--- config.mk ---
export PLATFORM = sky130hd
export DESIGN_NAME = xsram_ctrl
export DESIGN_NICKNAME = d
export VERILOG_FILES = /design/src/rtl/xsram_pkg.sv /design/src/rtl/xsram_timer.sv /design/src/rtl/xsram_fsm.sv /design/src/rtl/xsram_pins.sv /design/src/rtl/xsram_ctrl.sv
export SDC_FILE = /design/constraint.sdc
export NUM_CORES = 1
export LEC_CHECK = 0
export BUFFER_PORTS_ARGS = -buffer_cell sky130_fd_sc_hd__buf_2
export CAP_MARGIN = 0
export CORE_MARGIN = 4
export CORE_UTILIZATION = 49
export CTS_CLUSTER_SIZE = 14
export DETAILED_ROUTE_END_ITERATION = 8
export PLACE_DENSITY = 0.87
export SLEW_MARGIN = 40
export SYNTH_ARGS = -nofsm -noshare
export SYNTH_HDL_FRONTEND = slang
export SYNTH_SLANG_ARGS = --single-unit
--- constraint.sdc ---
create_clock -name clk -period 3.4 [get_ports clk]
set_input_delay 0.34 -clock clk [delete_from_list [all_inputs] [get_ports clk]]
set_output_delay 0.34 -clock clk [all_outputs]
set_load 0.005 [all_outputs]
--- src/rtl/xsram_pkg.sv ---
package xsram_pkg;

    // RAM timing limits in nanoseconds
    localparam int T_WCYC    = 70;
    localparam int T_WPULSE  = 50;
    localparam int T_ADDR_WE = 60;
    localparam int T_SEL_WE  = 60;
    localparam int T_LANE_WE = 55;
    localparam int T_DSETUP  = 30;
    localparam int T_RCYC    = 70;
    localparam int T_ADDR_RD = 70;
    localparam int T_SEL_RD  = 70;
    localparam int T_LANE_RD = 70;
    localparam int T_OE_RD   = 40;
    localparam int T_FLOAT   = 25;

    typedef enum logic [2:0] {
        PH_IDLE,
        PH_WRITE,
        PH_READ,
        PH_GAP,
        PH_FIN
    } phase_e;

    typedef struct packed {
        logic sel_n;
        logic sel;
        logic wr_n;
        logic rd_n;
        logic drive;
    } ctl_t;

    localparam ctl_t CTL_IDLE = '{sel_n: 1'b1, sel: 1'b0, wr_n: 1'b1, rd_n: 1'b1, drive: 1'b0};

    function automatic int imax(input int a, input int b);
        return (a > b) ? a : b;
    endfunction

    // whole cycles covering ns, never fewer than one
    function automatic int cycles_for(input int ns, input int clk_ns);
        int c;
        c = (ns + clk_ns - 1) / clk_ns;
        return (c < 1) ? 1 : c;
    endfunction

    function automatic ctl_t ctl_for(input phase_e ph);
        ctl_t c;
        c = CTL_IDLE;
        case (ph)
            PH_WRITE: c = '{sel_n: 1'b0, sel: 1'b1, wr_n: 1'b0, rd_n: 1'b1, drive: 1'b1};
            PH_READ:  c = '{sel_n: 1'b0, sel: 1'b1, wr_n: 1'b1, rd_n: 1'b0, drive: 1'b0};
            default:  c = CTL_IDLE;
        endcase
        return c;
    endfunction

    function automatic logic is_strobed(input phase_e ph);
        return (ph == PH_WRITE) || (ph == PH_READ);
    endfunction

endpackage

--- src/rtl/xsram_timer.sv ---
module xsram_timer #(
    parameter int W = 4
) (
    input  logic         clk,
    input  logic         rst,
    input  logic         load,
    input  logic [W-1:0] load_val,
    output logic         expired
);
    logic [W-1:0] cnt_q;

    always_ff @(posedge clk) begin
        if (rst) begin
            cnt_q <= '0;
        end else if (load) begin
            cnt_q <= load_val;
        end else if (cnt_q != '0) begin
            cnt_q <= cnt_q - 1'b1;
        end
    end

    assign expired = (cnt_q == '0);
endmodule

--- src/rtl/xsram_fsm.sv ---
module xsram_fsm
    import xsram_pkg::*;
#(
    parameter int LANES   = 2,
    parameter int WP_CYC  = 6,
    parameter int WG_CYC  = 1,
    parameter int RD_CYC  = 7,
    parameter int RG_CYC  = 3
) (
    input  logic             clk,
    input  logic             rst,
    input  logic             req_valid,
    input  logic             req_write,
    input  logic [LANES-1:0] req_mask,
    output logic             req_ready,
    output logic             accept,
    output logic             done,
    output logic             cap,
    output phase_e           phase_d,
    output logic [LANES-1:0] mask_d
);
    localparam int TMAX = imax(imax(WP_CYC, WG_CYC), imax(RD_CYC, RG_CYC));
    localparam int TW   = $clog2(TMAX + 1);

    phase_e           state_q;
    phase_e           state_d;
    logic [LANES-1:0] mask_q;
    logic             load;
    logic [TW-1:0]    load_val;
    logic             expired;

    xsram_timer #(.W(TW)) u_timer (
        .clk      (clk),
        .rst      (rst),
        .load     (load),
        .load_val (load_val),
        .expired  (expired)
    );

    assign req_ready = (state_q == PH_IDLE);
    assign accept    = req_valid && req_ready;
    assign done      = (state_q == PH_FIN);
    assign cap       = (state_q == PH_READ) && expired;
    assign mask_d    = accept ? req_mask : mask_q;
    assign phase_d   = state_d;

    always_comb begin
        state_d  = state_q;
        load     = 1'b0;
        load_val = '0;
        case (state_q)
            PH_IDLE: begin
                if (req_valid) begin
                    if (req_mask == '0) begin
                        state_d = PH_FIN;
                    end else if (req_write) begin
                        state_d  = PH_WRITE;
                        load     = 1'b1;
                        load_val = TW'(WP_CYC - 1);
                    end else begin
                        state_d  = PH_READ;
                        load     = 1'b1;
                        load_val = TW'(RD_CYC - 1);
                    end
                end
            end
            PH_WRITE: begin
                if (expired) begin
                    state_d  = PH_GAP;
                    load     = 1'b1;
                    load_val = TW'(WG_CYC - 1);
                end
            end
            PH_READ: begin
                if (expired) begin
                    state_d  = PH_GAP;
                    load     = 1'b1;
                    load_val = TW'(RG_CYC - 1);
                end
            end
            PH_GAP: begin
                if (expired) begin
                    state_d = PH_FIN;
                end
            end
            default: state_d = PH_IDLE;
        endcase
    end

    always_ff @(posedge clk) begin
        if (rst) begin
            state_q <= PH_IDLE;
            mask_q  <= '0;
        end else begin
            state_q <= state_d;
            if (accept) begin
                mask_q <= req_mask;
            end
        end
    end

    AST_ACCEPT_BUSY: assert property (@(posedge clk) disable iff (rst) accept |=> !req_ready);
    AST_DONE_PULSE: assert property (@(posedge clk) disable iff (rst) done |=> !done);
    AST_ZERO_MASK_FAST: assert property (@(posedge clk) disable iff (rst) (accept && req_mask == '0) |=> done);
    AST_STROBED_NOT_EARLY: assert property (@(posedge clk) disable iff (rst) (accept && req_mask != '0) |=> !done);
endmodule

--- src/rtl/xsram_pins.sv ---
module xsram_pins
    import xsram_pkg::*;
#(
    parameter int AW     = 18,
    parameter int DW     = 16,
    parameter int LANES  = 2,
    parameter int WP_CYC = 6
) (
    input  logic             clk,
    input  logic             rst,
    input  phase_e           phase_d,
    input  logic [LANES-1:0] mask_d,
    input  logic             accept,
    input  logic             cap,
    input  logic [AW-1:0]    req_addr,
    input  logic [DW-1:0]    req_wdata,
    input  logic [DW-1:0]    ram_dq_i,
    output logic [AW-1:0]    ram_addr,
    output logic             ram_sel_n,
    output logic             ram_sel,
    output logic             ram_wr_n,
    output logic             ram_rd_n,
    output logic [LANES-1:0] ram_lane_n,
    output logic [DW-1:0]    ram_dq_o,
    output logic             ram_dq_oe,
    output logic [DW-1:0]    rdata
);
    ctl_t             ctl_q;
    logic [LANES-1:0] lane_n_q;
    logic [AW-1:0]    addr_q;
    logic [DW-1:0]    wdata_q;
    logic [DW-1:0]    rdata_q;
    logic [DW-1:0]    lane_pick;

    for (genvar g = 0; g < LANES; g++) begin : g_lane
        assign lane_pick[g*8 +: 8] = mask_d[g] ? ram_dq_i[g*8 +: 8] : 8'h00;
    end

    always_ff @(posedge clk) begin
        if (rst) begin
            ctl_q    <= CTL_IDLE;
            lane_n_q <= '1;
            addr_q   <= '0;
            wdata_q  <= '0;
            rdata_q  <= '0;
        end else begin
            ctl_q    <= ctl_for(phase_d);
            lane_n_q <= is_strobed(phase_d) ? ~mask_d : '1;
            if (accept) begin
                addr_q  <= req_addr;
                wdata_q <= req_wdata;
            end
            if (cap) begin
                rdata_q <= lane_pick;
            end
        end
    end

    assign ram_addr   = addr_q;
    assign ram_sel_n  = ctl_q.sel_n;
    assign ram_sel    = ctl_q.sel;
    assign ram_wr_n   = ctl_q.wr_n;
    assign ram_rd_n   = ctl_q.rd_n;
    assign ram_dq_oe  = ctl_q.drive;
    assign ram_lane_n = lane_n_q;
    assign ram_dq_o   = wdata_q;
    assign rdata      = rdata_q;

    // length of the current write strobe, for the width check
    logic [7:0] we_len;
    always_ff @(posedge clk) begin
        if (rst) begin
            we_len <= '0;
        end else if (!ram_wr_n) begin
            we_len <= we_len + 1'b1;
        end else begin
            we_len <= '0;
        end
    end

    AST_WE_QUALIFIED: assert property (@(posedge clk) disable iff (rst) !ram_wr_n |-> (!ram_sel_n && ram_sel && ram_lane_n != '1));
    AST_WE_WIDTH: assert property (@(posedge clk) disable iff (rst) $rose(ram_wr_n) |-> (we_len == 8'(WP_CYC)));
    AST_WE_STABLE: assert property (@(posedge clk) disable iff (rst) (!ram_wr_n && $past(!ram_wr_n)) |-> ($stable(ram_addr) && $stable(ram_dq_o)));
    AST_DRIVE_ONLY_WE: assert property (@(posedge clk) disable iff (rst) ram_dq_oe |-> !ram_wr_n);
    AST_OE_BUS_FREE: assert property (@(posedge clk) disable iff (rst) !ram_rd_n |-> (!ram_dq_oe && !$past(ram_dq_oe)));
endmodule

--- src/rtl/xsram_ctrl.sv ---
module xsram_ctrl
    import xsram_pkg::*;
#(
    parameter int CLK_NS = 10,
    parameter int AW     = 18,
    parameter int DW     = 16
) (
    input  logic              clk,
    input  logic              rst,
    input  logic              req_valid,
    output logic              req_ready,
    input  logic              req_write,
    input  logic [AW-1:0]     req_addr,
    input  logic [DW-1:0]     req_wdata,
    input  logic [DW/8-1:0]   req_mask,
    output logic              done,
    output logic [DW-1:0]     rdata,
    output logic [AW-1:0]     ram_addr,
    output logic              ram_sel_n,
    output logic              ram_sel,
    output logic              ram_wr_n,
    output logic              ram_rd_n,
    output logic [DW/8-1:0]   ram_lane_n,
    output logic [DW-1:0]     ram_dq_o,
    output logic              ram_dq_oe,
    input  logic [DW-1:0]     ram_dq_i
);
    localparam int LANES  = DW / 8;
    localparam int WP_CYC = imax(imax(cycles_for(T_WPULSE, CLK_NS), cycles_for(T_ADDR_WE, CLK_NS)),
                                 imax(imax(cycles_for(T_SEL_WE, CLK_NS), cycles_for(T_LANE_WE, CLK_NS)),
                                      cycles_for(T_DSETUP, CLK_NS)));
    localparam int WG_CYC = imax(1, cycles_for(T_WCYC, CLK_NS) - WP_CYC);
    localparam int RD_CYC = imax(imax(cycles_for(T_ADDR_RD, CLK_NS), cycles_for(T_SEL_RD, CLK_NS)),
                                 imax(cycles_for(T_LANE_RD, CLK_NS), cycles_for(T_OE_RD, CLK_NS)));
    localparam int RG_CYC = imax(cycles_for(T_FLOAT, CLK_NS), cycles_for(T_RCYC, CLK_NS) - RD_CYC);

    logic             accept;
    logic             cap;
    phase_e           phase_d;
    logic [LANES-1:0] mask_d;

    xsram_fsm #(
        .LANES  (LANES),
        .WP_CYC (WP_CYC),
        .WG_CYC (WG_CYC),
        .RD_CYC (RD_CYC),
        .RG_CYC (RG_CYC)
    ) u_fsm (
        .clk       (clk),
        .rst       (rst),
        .req_valid (req_valid),
        .req_write (req_write),
        .req_mask  (req_mask),
        .req_ready (req_ready),
        .accept    (accept),
        .done      (done),
        .cap       (cap),
        .phase_d   (phase_d),
        .mask_d    (mask_d)
    );

    xsram_pins #(
        .AW     (AW),
        .DW     (DW),
        .LANES  (LANES),
        .WP_CYC (WP_CYC)
    ) u_pins (
        .clk        (clk),
        .rst        (rst),
        .phase_d    (phase_d),
        .mask_d     (mask_d),
        .accept     (accept),
        .cap        (cap),
        .req_addr   (req_addr),
        .req_wdata  (req_wdata),
        .ram_dq_i   (ram_dq_i),
        .ram_addr   (ram_addr),
        .ram_sel_n  (ram_sel_n),
        .ram_sel    (ram_sel),
        .ram_wr_n   (ram_wr_n),
        .ram_rd_n   (ram_rd_n),
        .ram_lane_n (ram_lane_n),
        .ram_dq_o   (ram_dq_o),
        .ram_dq_oe  (ram_dq_oe),
        .rdata      (rdata)
    );
endmodule

==> results of run 1 <==
-- per-stage QoR --
| step | cells | cell area (um2) | setup WS, ns | hold slack [ns] | total power [mW] |
|---|---|---|---|---|---|
| after detailed placement | 412 | 2940 | 1.32 | 0.445 | 1.51 |
| after floorplan | 259 | 2360 | 1.60 | 0.453 | 1.32 |
| after global routing | 428 | 3130 | 1.30 | 0.205 | 2.26 |
| after CTS | 428 | 3130 | 1.31 | 0.210 | 2.14 |
| final | 428 | 3130 | 1.47 | 0.225 | 2.12 |
| after global placement | 412 | 2940 | 1.44 | 0.438 | 1.49 |
-- worst min-delay path by stage --
stage	start	end	slack, ns	cells after the start
after CTS	ram_dq_i[4]	u_pins.rdata[4]$_SDFFE_PP0P_	0.21	2
after detailed placement	u_pins.ram_dq_o[12]$_SDFFE_PP0P_	u_pins.ram_dq_o[12]$_SDFFE_PP0P_	0.45	2
after global routing	ram_dq_i[5]	u_pins.rdata[5]$_SDFFE_PP0P_	0.21	2
final	ram_dq_i[11]	u_pins.rdata[11]$_SDFFE_PP0P_	0.23	2
after global placement	u_pins.ram_addr[14]$_SDFFE_PP0P_	u_pins.ram_addr[14]$_SDFFE_PP0P_	0.44	2
after floorplan	u_pins.ram_addr[0]$_SDFFE_PP0P_	u_pins.ram_addr[0]$_SDFFE_PP0P_	0.45	2
-- synthesized netlist by cell type (2+ instances only) --
library cell and count:
sky130_fd_sc_hd__nor3_1 4, sky130_fd_sc_hd__nand2_1 78, sky130_fd_sc_hd__xnor2_1 2, sky130_fd_sc_hd__a22o_1 15, sky130_fd_sc_hd__mux2i_1 2, sky130_fd_sc_hd__clkbuf_1 12
sky130_fd_sc_hd__a21oi_1 38, sky130_fd_sc_hd__ha_1 2, sky130_fd_sc_hd__nand3b_1 2, sky130_fd_sc_hd__buf_6 2, sky130_fd_sc_hd__nor2_1 10, sky130_fd_sc_hd__and2_1 2
sky130_fd_sc_hd__dfxtp_1 65, sky130_fd_sc_hd__inv_1 3
-- kinds of logic (layout without fill, tap and decap cells) --
kind of cell               count (synthesis)  after routing
xor gates and xnor gates                   4              4
adders and majority gates                  2              2
and+or+nand+nor                          108            108
AOI/OAI and AO/OA                         59             59
DFF                                       65             65
muxes                                      2              2
buffers and inverters                     19            136
-- final cells by class --
class / count / area [um2]
well taps: 52 / 65.1
flip-flops and latches: 65 / 1300
clock inverters: 3 / 40.0
repair buffers: 116 / 588
inverters: 4 / 15.0
multi-input cells: 175 / 975
fillers: 399 / 1370
clock buffers: 13 / 149
-- flip-flops by register name, summed over array words and instances (netlist names) --
signal,flops
u_pins.ram_addr,18
u_fsm.state_q,3
u_pins.ram_sel,1
u_pins.ram_rd_n,1
u_pins.ram_sel_n,1
u_fsm.u_timer.cnt_q,3
u_pins.ram_wr_n,1
u_pins.rdata,16
u_fsm.mask_q,2
u_pins.ram_lane_n,2
u_pins.ram_dq_oe,1
u_pins.ram_dq_o,16
-- worst max-delay path, delay by kind of cell (launching register included) --
family | cells | cell delay (ns)
AO/OA/AOI/OAI | 1 | 0.20
buffers and inverters | 1 | 0.30
flip-flops | 1 | 0.42
multiplexers | 1 | 0.45
AND/OR/NAND/NOR | 2 | 0.45
-- routing by layer --
metal	routed length [um]	GRT usage	share of wire	up-vias
met1	2420	0.223	0.41	989
met5	0	0	0	-
met3	289	0.0532	0.049	16
li1	-	-	-	1091
met2	3060	0.360	0.51	62
met4	174	0.123	0.029	0
-- power by group through the flow --
stage	Combinational [mW]	Sequential, mW	Clock, mW
floorplan	0.379	0.944	0
global placement	0.547	0.943	0
detailed placement	0.564	0.948	0
CTS	0.567	0.932	0.638
global route	0.634	0.946	0.683
finish	0.561	0.932	0.624
==> results.md, run 1 <==
- The actual transition at the worst max-transition pin is 0.633 ns.
- The H-tree generated during clock tree synthesis spans 3 levels.
- By area the synthesized netlist is led by sky130_fd_sc_hd__dfxtp_1 (55%), sky130_fd_sc_hd__nand2_1 (12%), sky130_fd_sc_hd__a21oi_1 (8.1%).
- The power density over the cells is 676 mW/mm2.
- The post-route clock skew is 0.00998 ns.
- The library cell occupying the most area in the post-synthesis netlist is sky130_fd_sc_hd__dfxtp_1.
- The clock latency on the worst-skew pair is 0.33 ns.
- The category of the most critical setup path is reg2reg.
- Yosys mapped a number of flops with a built-in enable equal to 0.
- The headroom to the max-slew limit is 0.576.
- Of the total power, the share spent switching nets is 0.302.
- In the final routed layout, each cell accounts on average for 13.9 um.
- Entering global routing, the biggest net connects 47 pins.
- The startpoint of the worst-slack reg-to-reg timing path is u_fsm.state_q[2]$_SDFF_PP0_.
- The signal on the critical path passes through nor4b_4, buf_4, mux2i_1, nor3_4, a22o_1.
- STA classifies the critical path startpoint as a register.
- The number of clock sinks is 65.
- The data arrival time of the critical path is 2.15 ns.
- The register-to-register path setup slack is 1.47 ns.
- The simple-gate portion of the synthesized area is 0.218.
- The number of violations of the max-capacitance limit is 0.
- For this design the total switching power over the nets is 640 uW.
- The async set or reset register ratio after synthesis is 0.
- The length in cells of the worst reg-to-reg path is 5.
- Wires add up to 5.95 mm.
- At the end of routability-driven placement, the weighted congestion stood at 0.761.
- In this run, distinct cell masters in the synthesized netlist total 36.
- The worst setup path is captured at a register.
- The maximum frequency from static timing analysis is 517 MHz.
- 115 I/O pins were placed.
- Leaving out fill and tap cells, the most frequent cells in the layout are sky130_fd_sc_hd__buf_2 (113), sky130_fd_sc_hd__nand2_1 (77), sky130_fd_sc_hd__dfxtp_1 (65).
- The clock tree root driver cell is sky130_fd_sc_hd__clkbuf_8.
- The number of hold buffers added after CTS was 0.
- The total track usage is 0.205.
- The number of gates resized after CTS was 0.
- The most common cell after layout, fill and taps aside is sky130_fd_sc_hd__buf_2.
- The power share of the sequential group is 0.440.
- In the synthesized netlist, the number of instances is 259.
- For this configuration, the core starts out at a cell density of 0.524.
- The number of detailed-routing iterations run before antenna repair is 4.
- The sum of net half-perimeters after detailed placement is 4.36 mm.
- The via count of the first global-routing pass came to 2108.
- After routing, the total negative slack on setup checks comes to 0 ns.
- Of the cells placed in the final design, the portion with a size suffix greater than 1 is 0.372.
- Of the total synthesized cell area, the portion taken by full adders, half adders and majority gates is 0.0106.
- In this run the worst setup path terminates at u_pins.rdata[0]$_SDFFE_PP0P_.
- The biggest cell delay along the critical path is 0.45 ns.
- Of the total power, combinational logic draws 0.265.
- The largest fanout on the critical path is 20.
- The first-pass GRT wire length is 9.72 mm.
- The path type of the worst min-delay path is in2reg.
- Internal power comes to 1.48 mW.
- The synthesized netlist occupies a cell area of 0.00236 mm2.
- Setup violations remaining at the end of the flow were counted as 0.
- The reg-to-reg endpoint is u_pins.rdata[0]$_SDFFE_PP0P_.
- The clock transition at the register clock pins on the worst setup and hold paths after CTS is 0.07 ns.
- Averaged over all synthesized cells, the footprint is 9.11 um2.
- Subtracting the final worst setup slack from the clock period gives 1.93 ns.
- The highest-delay cell along the critical path is sky130_fd_sc_hd__mux2i_1.
- The number of buffers added for setup after CTS is 0.
- TritonCTS built the clock tree.
- The synthesized design contains 65 register bits.
- The routed layout has 2158 vias.
- Of the available clock period, the critical path in the final layout requires 0.569.
- From synthesis to final layout, the design area changed by 32.8%.
- The number of I/O port buffers is 114.
- The share of total power dissipated in the clock network is 0.295.
- The die span in y is 77.4 um.
- The compound-cell area share of the yosys netlist is 0.156.
- The data required time at the worst endpoint is 3.62 ns.
- After synthesis, the largest family of logic cells by area is simple AND/OR/NAND/NOR gates.
- The width of the die is 77.4 um.
- After detailed routing, the number of remaining DRC violations is 0.
- Of the total synthesized cell area, the portion taken by XOR and XNOR cells is 0.0180.
- Across the VDD grid, the largest voltage drop is 0.315 mV.
- The post-route antenna net violation count is 0.
- The floorplan step defined a die boundary enclosing 0.00599 mm2.
- The area of the core is 0.00450 mm2.
- The first routing iteration left 91 violations.
- The number of antenna diodes in the final layout is 0.
- The number of nets at the end of the flow is 429.
- Clock tree synthesis inserted a total of 9 buffers.
- The max-slew violation count is 0.
- Setup repair after global routing left no endpoint under its margin.
- The vias per cell is 5.04.
- The number of antenna violations at the first check in global routing came to 0.
- The sum of overflow across all layers after global routing is 0.
- The fraction of synthesized area in multiplexers is 0.00849.
- The share of synthesized area in the top cell type comes to 0.552.
- In this run the core area contains 24 standard-cell rows.
- The leakage power is 1.52 nW.
- The flow ran to the end, and the final reports show no timing, DRC or antenna violations.
- The maximum count of clock buffers along a single path is 2.
- The number of warnings reported in the yosys synthesis log is 0.
- The final standard cell utilization of the core is 0.696.
- The commonest register cell after synthesis is sky130_fd_sc_hd__dfxtp_1.
- The number of hold-slack violations in the final timing report came to 0.
- The number of nets in the synthesized netlist is 317.
- The sequential area share after synthesis is 0.552.
- The start point of the critical path is u_fsm.state_q[2]$_SDFF_PP0_.
Note: power is estimated with default switching activity, not from simulation.
==> run 2, diff against run 1 <==
Settings changed: CORE_UTILIZATION 49 to 41, PLACE_DENSITY 0.87 to 0.78.
Clock period 3.4 ns to 1.75 ns, I/O delays scaled along.
==> run 2 against run 1 <==
Final cell count up 8.9%. First-iteration DRC count down 32%. Routed wire length up 0.69%. Worst hold slack worse by 0.17 ns. Worst setup slack worse by 1.5 ns. Die area up 17%.
==> results.md, run 2 (same netlist as run 1, synthesis figures left out) <==
- The flow ran to the end, and the final reports show no timing, DRC or antenna violations.
- The number of inserted filler cells in the final layout is 521 (+31%).
- The maximum count of clock buffers along a single path was 2 (unchanged).
- The TritonCTS clock tree is done.
- The total track usage is 0.171 (-0.0348).
- The startpoint of the worst-slack reg-to-reg timing path is u_fsm.u_timer.cnt_q[1]$_SDFFE_PP0P_.
- The data required time at the worst endpoint came to 1.96 ns (-1.66 ns).
- The clock tree root driver cell is sky130_fd_sc_hd__clkbuf_8.
- The width of the die is 83.8 um (+8.4%).
- The starting utilization of the core area came to 0.426 (-0.0979).
- The number of violations of the max-capacitance limit is 0 (unchanged).
- The final worst-path cycle share came to 0.994 (+0.425).
- The shortest clock period the worst path allows after layout came to 1.74 ns (-0.194 ns).
- The register-to-register path setup slack came to 0.01 ns (-1.46 ns).
- The top-level port count is 115 (unchanged).
- The number of H-tree branching levels was 3 (unchanged).
- The sum of net half-perimeters after detailed placement came to 4.50 mm (+3.3%).
- The routed length on met3 is 275 um (-4.8%).
- The number of antenna violations at the first check in global routing came to 0 (unchanged).
- The clock latency on the worst-skew pair is 0.33 ns (about the same).
- The flip-flop count of the largest register after layout came to 18 (unchanged).
- The worst hold slack is 0.0579 ns (-0.167 ns).
- The headroom to the max-slew limit was 0.759 (+0.183).
- The biggest cell delay along the critical path was 0.34 ns (-0.11 ns).
- The sum of overflow across all layers after global routing was 0 (unchanged).
- The number of nets at the end of the flow came to 448 (+4.4%).
- The clock transition at the register clock pins on the worst setup and hold paths after CTS is 0.07 ns (about the same).
- The library cell used most frequently in the layout, excluding fill and tap cells, is sky130_fd_sc_hd__buf_2.
- The area growth from synthesis to layout is 42.7%.
- The power density over the cells is 1360 mW/mm2 (+100%).
- The number of design-rule violations left by the first detailed-router iteration came to 62 (-32%).
- The fraction of layout cells with a size suffix above 1 is 0.416 (+0.0439).
- The maximum frequency from static timing analysis is 575 MHz (+11%).
- The count of inserted antenna diode cells was 0 (unchanged).
- The post-detailed-route wirelength per cell is 12.9 um (-7.5%).
- The final standard cell utilization of the core is 0.607 (-0.0883).
- The endpoint identified for the worst register-to-register timing path is u_pins.ram_wr_n$_SDFF_PP1_.
- The met2 wirelength from detailed routing came to 3.04 mm (-0.69%).
- The final weighted congestion in routability-driven placement was 0.841 (+10%).
- The post-route DRC violation count is 0 (unchanged).
- The length in cells of the worst reg-to-reg path is 6 (+1).
- Walking the worst path, the cells encountered are inv_2, ha_2, and3b_2, or3b_1, and3_4, or3_4.
- On the critical path, the stage with the largest delay is an instance of sky130_fd_sc_hd__or3b_1.
- The pin count of the biggest net entering global routing is 35 (-26%).
- The type of destination of the critical path is a register.
- The number of vias in the routed layout came to 2226 (+3.2%).
- The die outline area came to 0.00703 mm2 (+17%).
- The floorplan row count was 27 (+13%).
- The post-route clock skew is 0.0120 ns (+0.00199 ns).
- The number of hold-slack violations in the final timing report is 0 (unchanged).
- The number of detailed-routing iterations run before antenna repair came to 4 (unchanged).
- The number of I/O port buffers is 114 (unchanged).
- The actual transition at the worst max-transition pin came to 0.360 ns (-0.274 ns).
- The leakage power was 1.63 nW (+7.6%).
- The area of the core came to 0.00554 mm2 (+23%).
- STA classifies the critical path startpoint as a register.
- The start point of the critical path is u_fsm.u_timer.cnt_q[1]$_SDFFE_PP0P_.
- The max-slew violation count is 0 (unchanged).
- Setup repair after global routing could not meet its margin everywhere.
- The largest fanout on the critical path was 3 (-85%).
- The cell area after placement was 0.00309 mm2 (+5.3%).
- The number of setup violations in the final report is 0 (unchanged).
- The detailed-route wire length was 5.99 mm (+0.69%).
- The die span in y is 83.8 um (+8.4%).
- The highest signal layer in the routed design is met4.
- The first-pass GRT wire length is 9.85 mm (+1.3%).
- The data arrival time of the critical path is 1.95 ns (-0.20 ns).
- The quantity of hold-fixing buffers added after cts is 0 (unchanged).
- The routed metal-1 wire length is 2.56 mm (+5.5%).
- The number of clock sinks is 65 (unchanged).
- The post-route antenna net violation count is 0 (unchanged).
- The critical path ends at u_pins.ram_wr_n$_SDFF_PP1_.
- The cell area after layout came to 0.00336 mm2 (+7.4%).
- Leaving out fill and tap cells, the most frequent cells in the layout are sky130_fd_sc_hd__buf_2 (114), sky130_fd_sc_hd__nand2_1 (78), sky130_fd_sc_hd__dfxtp_1 (64).
- The number of clock buffers inserted by TritonCTS came to 9 (unchanged).
- The category of the most critical setup path is reg2reg.
- The vias per cell is 4.78 (-5.3%).
- The highest ir drop seen on vdd is 0.560 mV (+78%).
- In this run the worst hold path is classified as in2reg.
- The via count of the first global-routing pass is 2231 (+5.8%).
==> run 2: cell types whose count changed in the layout (fill, tap and decap cells not counted), sizes merged <==
cell,change
buf,+19
bufinv,+1
clkinv,-2
==> run 2: cell type report <==
cell class / instances / area [um2] / area share
clock inverters: 2 / 60.1 / 0.0179
inverters: 4 / 15.0 / 0.00446
clock buffers: 13 / 169 / 0.0502
well taps: 72 / 90.1 / 0.0268
multi-input cells: 175 / 1000 / 0.297
flip-flops and latches: 65 / 1300 / 0.387
repair buffers: 135 / 728 / 0.216
==> run 2: power by group <==
part           internal [mW]  leakage, nW  total (mW)  switching [mW]
sequential              1.69        0.532        1.79          0.0998
combinational          0.638        0.984        1.32           0.682
clock                  0.913        0.116        1.45           0.534
total                   3.25         1.63        4.56            1.32
==> run 2: what timing repair did <==
action | CTS | global route
pin swaps | 3 | 1
resized for setup | 2 | 3
setup endpoints to repair | 13 | 3
buffers inserted | 2 | 0
==> run 2: layer usage <==
layer,vias to the layer above,track usage
met2,59,0.304
met5,-,0
met3,13,0.0326
met4,0,0.0819
met1,1023,0.194
li1,1131,-
==> run 2: worst max-delay path, delay by kind of cell (launching register included) <==
kind / cells / cell delay, ns
and+or+nand+nor: 4 / 1.08
adders and majority gates: 1 / 0.17
buffers and inverters: 1 / 0.04
DFF: 1 / 0.33
==> run 2: worst min path at each step <==
stage,slack (ns),endpoint,cells after the start,from
5_1_grt,0.04,u_pins.rdata[8]$_SDFFE_PP0P_,2,ram_dq_i[8]
3_3_place_gp,0.39,u_pins.rdata[6]$_SDFFE_PP0P_,2,ram_dq_i[6]
3_5_place_dp,0.39,u_pins.rdata[0]$_SDFFE_PP0P_,2,ram_dq_i[0]
6_report,0.06,u_pins.rdata[2]$_SDFFE_PP0P_,2,ram_dq_i[2]
4_1_cts,0.04,u_pins.rdata[2]$_SDFFE_PP0P_,2,ram_dq_i[2]
2_1_floorplan,0.30,u_pins.rdata[0]$_SDFFE_PP0P_,1,ram_dq_i[0]
==> run 2: through the flow <==
step                instances  TNS [ns]  worst slack (ns)  total power, mW
global placement          449         0            0.0189             3.04
CTS                       466         0            0.0183             4.57
global route              466  -0.00836          -0.00836             4.84
floorplan                 259         0           0.00439             2.58
detailed placement        449   -0.0311           -0.0218             3.08
finish                    466         0           0.00992             4.56
==> run 3, diff against run 2 <==
Settings changed: RECOVER_POWER from default to 50.
==> run 3 against run 2 <==
Worst hold slack about the same. Clock power about the same. Combinational power about the same. Register-to-register slack about the same. Routed wire length decreased by 0.33%. Clock-buffer cell count unchanged. Critical path depth unchanged. Worst setup slack about the same. Via count increased by 0.45%. Critical path type unchanged.
==> results.md, run 3 (same netlist as run 1, synthesis figures left out) <==
- The area overhead of the layout relative to synthesis is 41.0%.
- The top-level port count is 115 (unchanged).
- The final weighted congestion in routability-driven placement came to 0.841 (unchanged).
- The total track usage was 0.171 (unchanged).
- The number of design-rule violations left by the first detailed-router iteration is 66 (+6.5%).
- The die outline area is 0.00703 mm2 (unchanged).
- The power consumption is 4.53 mW (-0.61%).
- The relative contribution of combinational cells to total power is 0.285 (-0.004).
- The number of H-tree branching levels is 3 (unchanged).
- The actual transition at the worst max-transition pin was 0.347 ns (-0.0127 ns).
- The worst hold path belongs to the class in2reg.
- The floorplan row count is 27 (unchanged).
- The cell area after layout is 0.00333 mm2 (-1.2%).
- The net switching power figure is 1.32 mW (+0.14%).
- The largest fanout on the critical path came to 3 (unchanged).
- The pin count of the biggest net entering global routing was 35 (unchanged).
- The fraction of layout cells with a size suffix above 1 is 0.343 (-0.0736).
- The detailed-route wire length is 5.97 mm (-0.33%).
- The library cell used most frequently in the layout, excluding fill and tap cells, is sky130_fd_sc_hd__buf_2.
- The leakage power is 1.52 nW (-6.6%).
- The max-slew violation count is 0 (unchanged).
- The clock latency on the worst-skew pair is 0.32 ns (about the same).
- The via count of the first global-routing pass was 2231 (unchanged).
- The cell area after placement is 0.00309 mm2 (unchanged).
- TritonCTS built the clock tree.
- The flip-flop count of the largest register after layout is 18 (unchanged).
- The headroom to the max-slew limit is 0.768 (+0.00850).
- Setup repair after global routing could not meet its margin everywhere.
- The critical path is of the reg2reg type.
- The maximum count of clock buffers along a single path came to 2 (unchanged).
- The clock transition at the register clock pins on the worst setup and hold paths after CTS is 0.07 ns (about the same).
- The power density over the cells is 1360 mW/mm2 (+0.55%).
- The cell-internal power is 3.22 mW (-0.91%).
- The data required time at the worst endpoint came to 1.96 ns (about the same).
- The final worst-path cycle share is 0.995 (about the same).
- The die span in y is 83.8 um (unchanged).
- The vias per cell is 4.80 (+0.45%).
- The switching portion of total power was 0.291 (+0.00216).
- The first-pass GRT wire length is 9.85 mm (unchanged).
- The shortest clock period the worst path allows after layout is 1.74 ns (+0.000352 ns).
- The number of nets at the end of the flow came to 448 (unchanged).
- The number of inserted filler cells in the final layout is 538 (+3.3%).
- The number of violations of the max-capacitance limit is 0 (unchanged).
- The post-route DRC violation count is 0 (unchanged).
- The maximum frequency from static timing analysis is 575 MHz (about the same).
- The power share of the sequential group is 0.396 (+0.003).
- The number of I/O port buffers is 114 (unchanged).
- Leaving out fill and tap cells, the most frequent cells in the layout are sky130_fd_sc_hd__buf_2 (86), sky130_fd_sc_hd__nand2_1 (78), sky130_fd_sc_hd__dfxtp_1 (64).
- The number of vias in the routed layout is 2236 (+0.45%).
- The number of clock buffers inserted by TritonCTS came to 9 (unchanged).
- The number of clock sinks is 65 (unchanged).
- The post-route antenna net violation count is 0 (unchanged).
- The data arrival time of the critical path is 1.95 ns (about the same).
- The number of antenna violations at the first check in global routing is 0 (unchanged).
- The number of detailed-routing iterations run before antenna repair is 4 (unchanged).
- The starting utilization of the core area was 0.426 (unchanged).
- The post-route clock skew is 0.0116 ns (-0.000358 ns).
- The quantity of hold-fixing buffers added after cts is 0 (unchanged).
- The fraction of power consumed by the clock network is 0.319 (+0.002).
- The highest ir drop seen on vdd was 0.562 mV (+0.35%).
- The flow ran to the end, and the final reports show no timing, DRC or antenna violations.
- The number of hold-slack violations in the final timing report came to 0 (unchanged).
- The area of the core is 0.00554 mm2 (unchanged).
- STA classifies the critical path endpoint as a register.
- The width of the die is 83.8 um (unchanged).
- The clock tree root driver cell is sky130_fd_sc_hd__clkbuf_8.
- The number of setup violations in the final report came to 0 (unchanged).
- The sum of net half-perimeters after detailed placement is 4.50 mm (unchanged).
- The post-detailed-route wirelength per cell came to 12.8 um (-0.33%).
- The sum of overflow across all layers after global routing is 0 (unchanged).
- The worst setup path is launched from a register.
- The count of inserted antenna diode cells came to 0 (unchanged).
## run 3: changes by cell type in the layout (fill, tap and decap cells not counted), sizes merged
cell / change
clkbuf: +29
buf: -29
## run 3: power groups by stage
stage / logic, mW / registers [mW] / clock network [mW]
6_report: 1.29 / 1.80 / 1.45
3_5_place_dp: 1.26 / 1.83 / 0
2_1_floorplan: 0.741 / 1.84 / 0
4_1_cts: 1.29 / 1.80 / 1.48
3_3_place_gp: 1.22 / 1.82 / 0
5_1_grt: 1.43 / 1.82 / 1.56
## run 3: final timing paths
path	start	endpoint	slack, ns	depth (start not counted)
setup / recovery	u_fsm.u_timer.cnt_q[1]$_SDFFE_PP0P_	u_pins.ram_wr_n$_SDFF_PP1_	0.01	6
setup reg to reg	u_fsm.u_timer.cnt_q[1]$_SDFFE_PP0P_	u_pins.ram_wr_n$_SDFF_PP1_	0.01	6
hold reg to reg	u_pins.ram_addr[13]$_SDFFE_PP0P_	u_pins.ram_addr[13]$_SDFFE_PP0P_	0.45	2
hold / removal	ram_dq_i[0]	u_pins.rdata[0]$_SDFFE_PP0P_	0.06	2
## run 3: per-layer routing
metal | part of all wire | up-vias | global-route usage | wire length, um
li1 | - | 1133 | - | -
met4 | 0.020 | 0 | 0.0819 | 117
met1 | 0.42 | 1031 | 0.194 | 2500
met3 | 0.049 | 13 | 0.0326 | 293
met2 | 0.51 | 59 | 0.304 | 3060
met5 | 0 | - | 0 | 0
## run 3: area by class of cell
cell class                      instances  area (um2)  share of cell area
Sequential cell                        65        1300               0.392
Clock inverter                          2        60.1              0.0181
Inverter                                4        15.0             0.00451
Multi-Input combinational cell        175        1000               0.301
Clock buffer                           13         169              0.0508
Timing Repair Buffer                  135         689               0.207
Tap cell                               72        90.1              0.0271
## run 3: metrics by stage
| step | setup TNS (ns) | std cells | worst slack, ns | utilization | hold slack [ns] |
|---|---|---|---|---|---|
| after detailed placement | -0.0311 | 449 | -0.0218 | 0.558 | 0.394 |
| after global placement | 0 | 449 | 0.0189 | 0.558 | 0.385 |
| after floorplan | 0 | 259 | 0.00439 | - | 0.301 |
| after CTS | 0 | 466 | 0.0183 | 0.604 | 0.0377 |
| final | 0 | 466 | 0.00957 | 0.600 | 0.0581 |
| after global routing | -0.00836 | 466 | -0.00836 | 0.600 | 0.0390 |
## run 3: worst max-delay path, stage by stage, from the launching register on
cell	delay (ns)
sky130_fd_sc_hd__dfxtp_2	0.33
sky130_fd_sc_hd__inv_2	0.04
sky130_fd_sc_hd__ha_2	0.17
sky130_fd_sc_hd__and3b_2	0.22
sky130_fd_sc_hd__or3b_1	0.34
sky130_fd_sc_hd__and3_4	0.18
sky130_fd_sc_hd__or3_4	0.34
## run 3: repair_timing
action / 4_1_cts / 5_1_grt
setup buffers: 2 / 0
gates resized for setup: 2 / 3
setup endpoints to repair: 13 / 3
pin swaps: 3 / 1
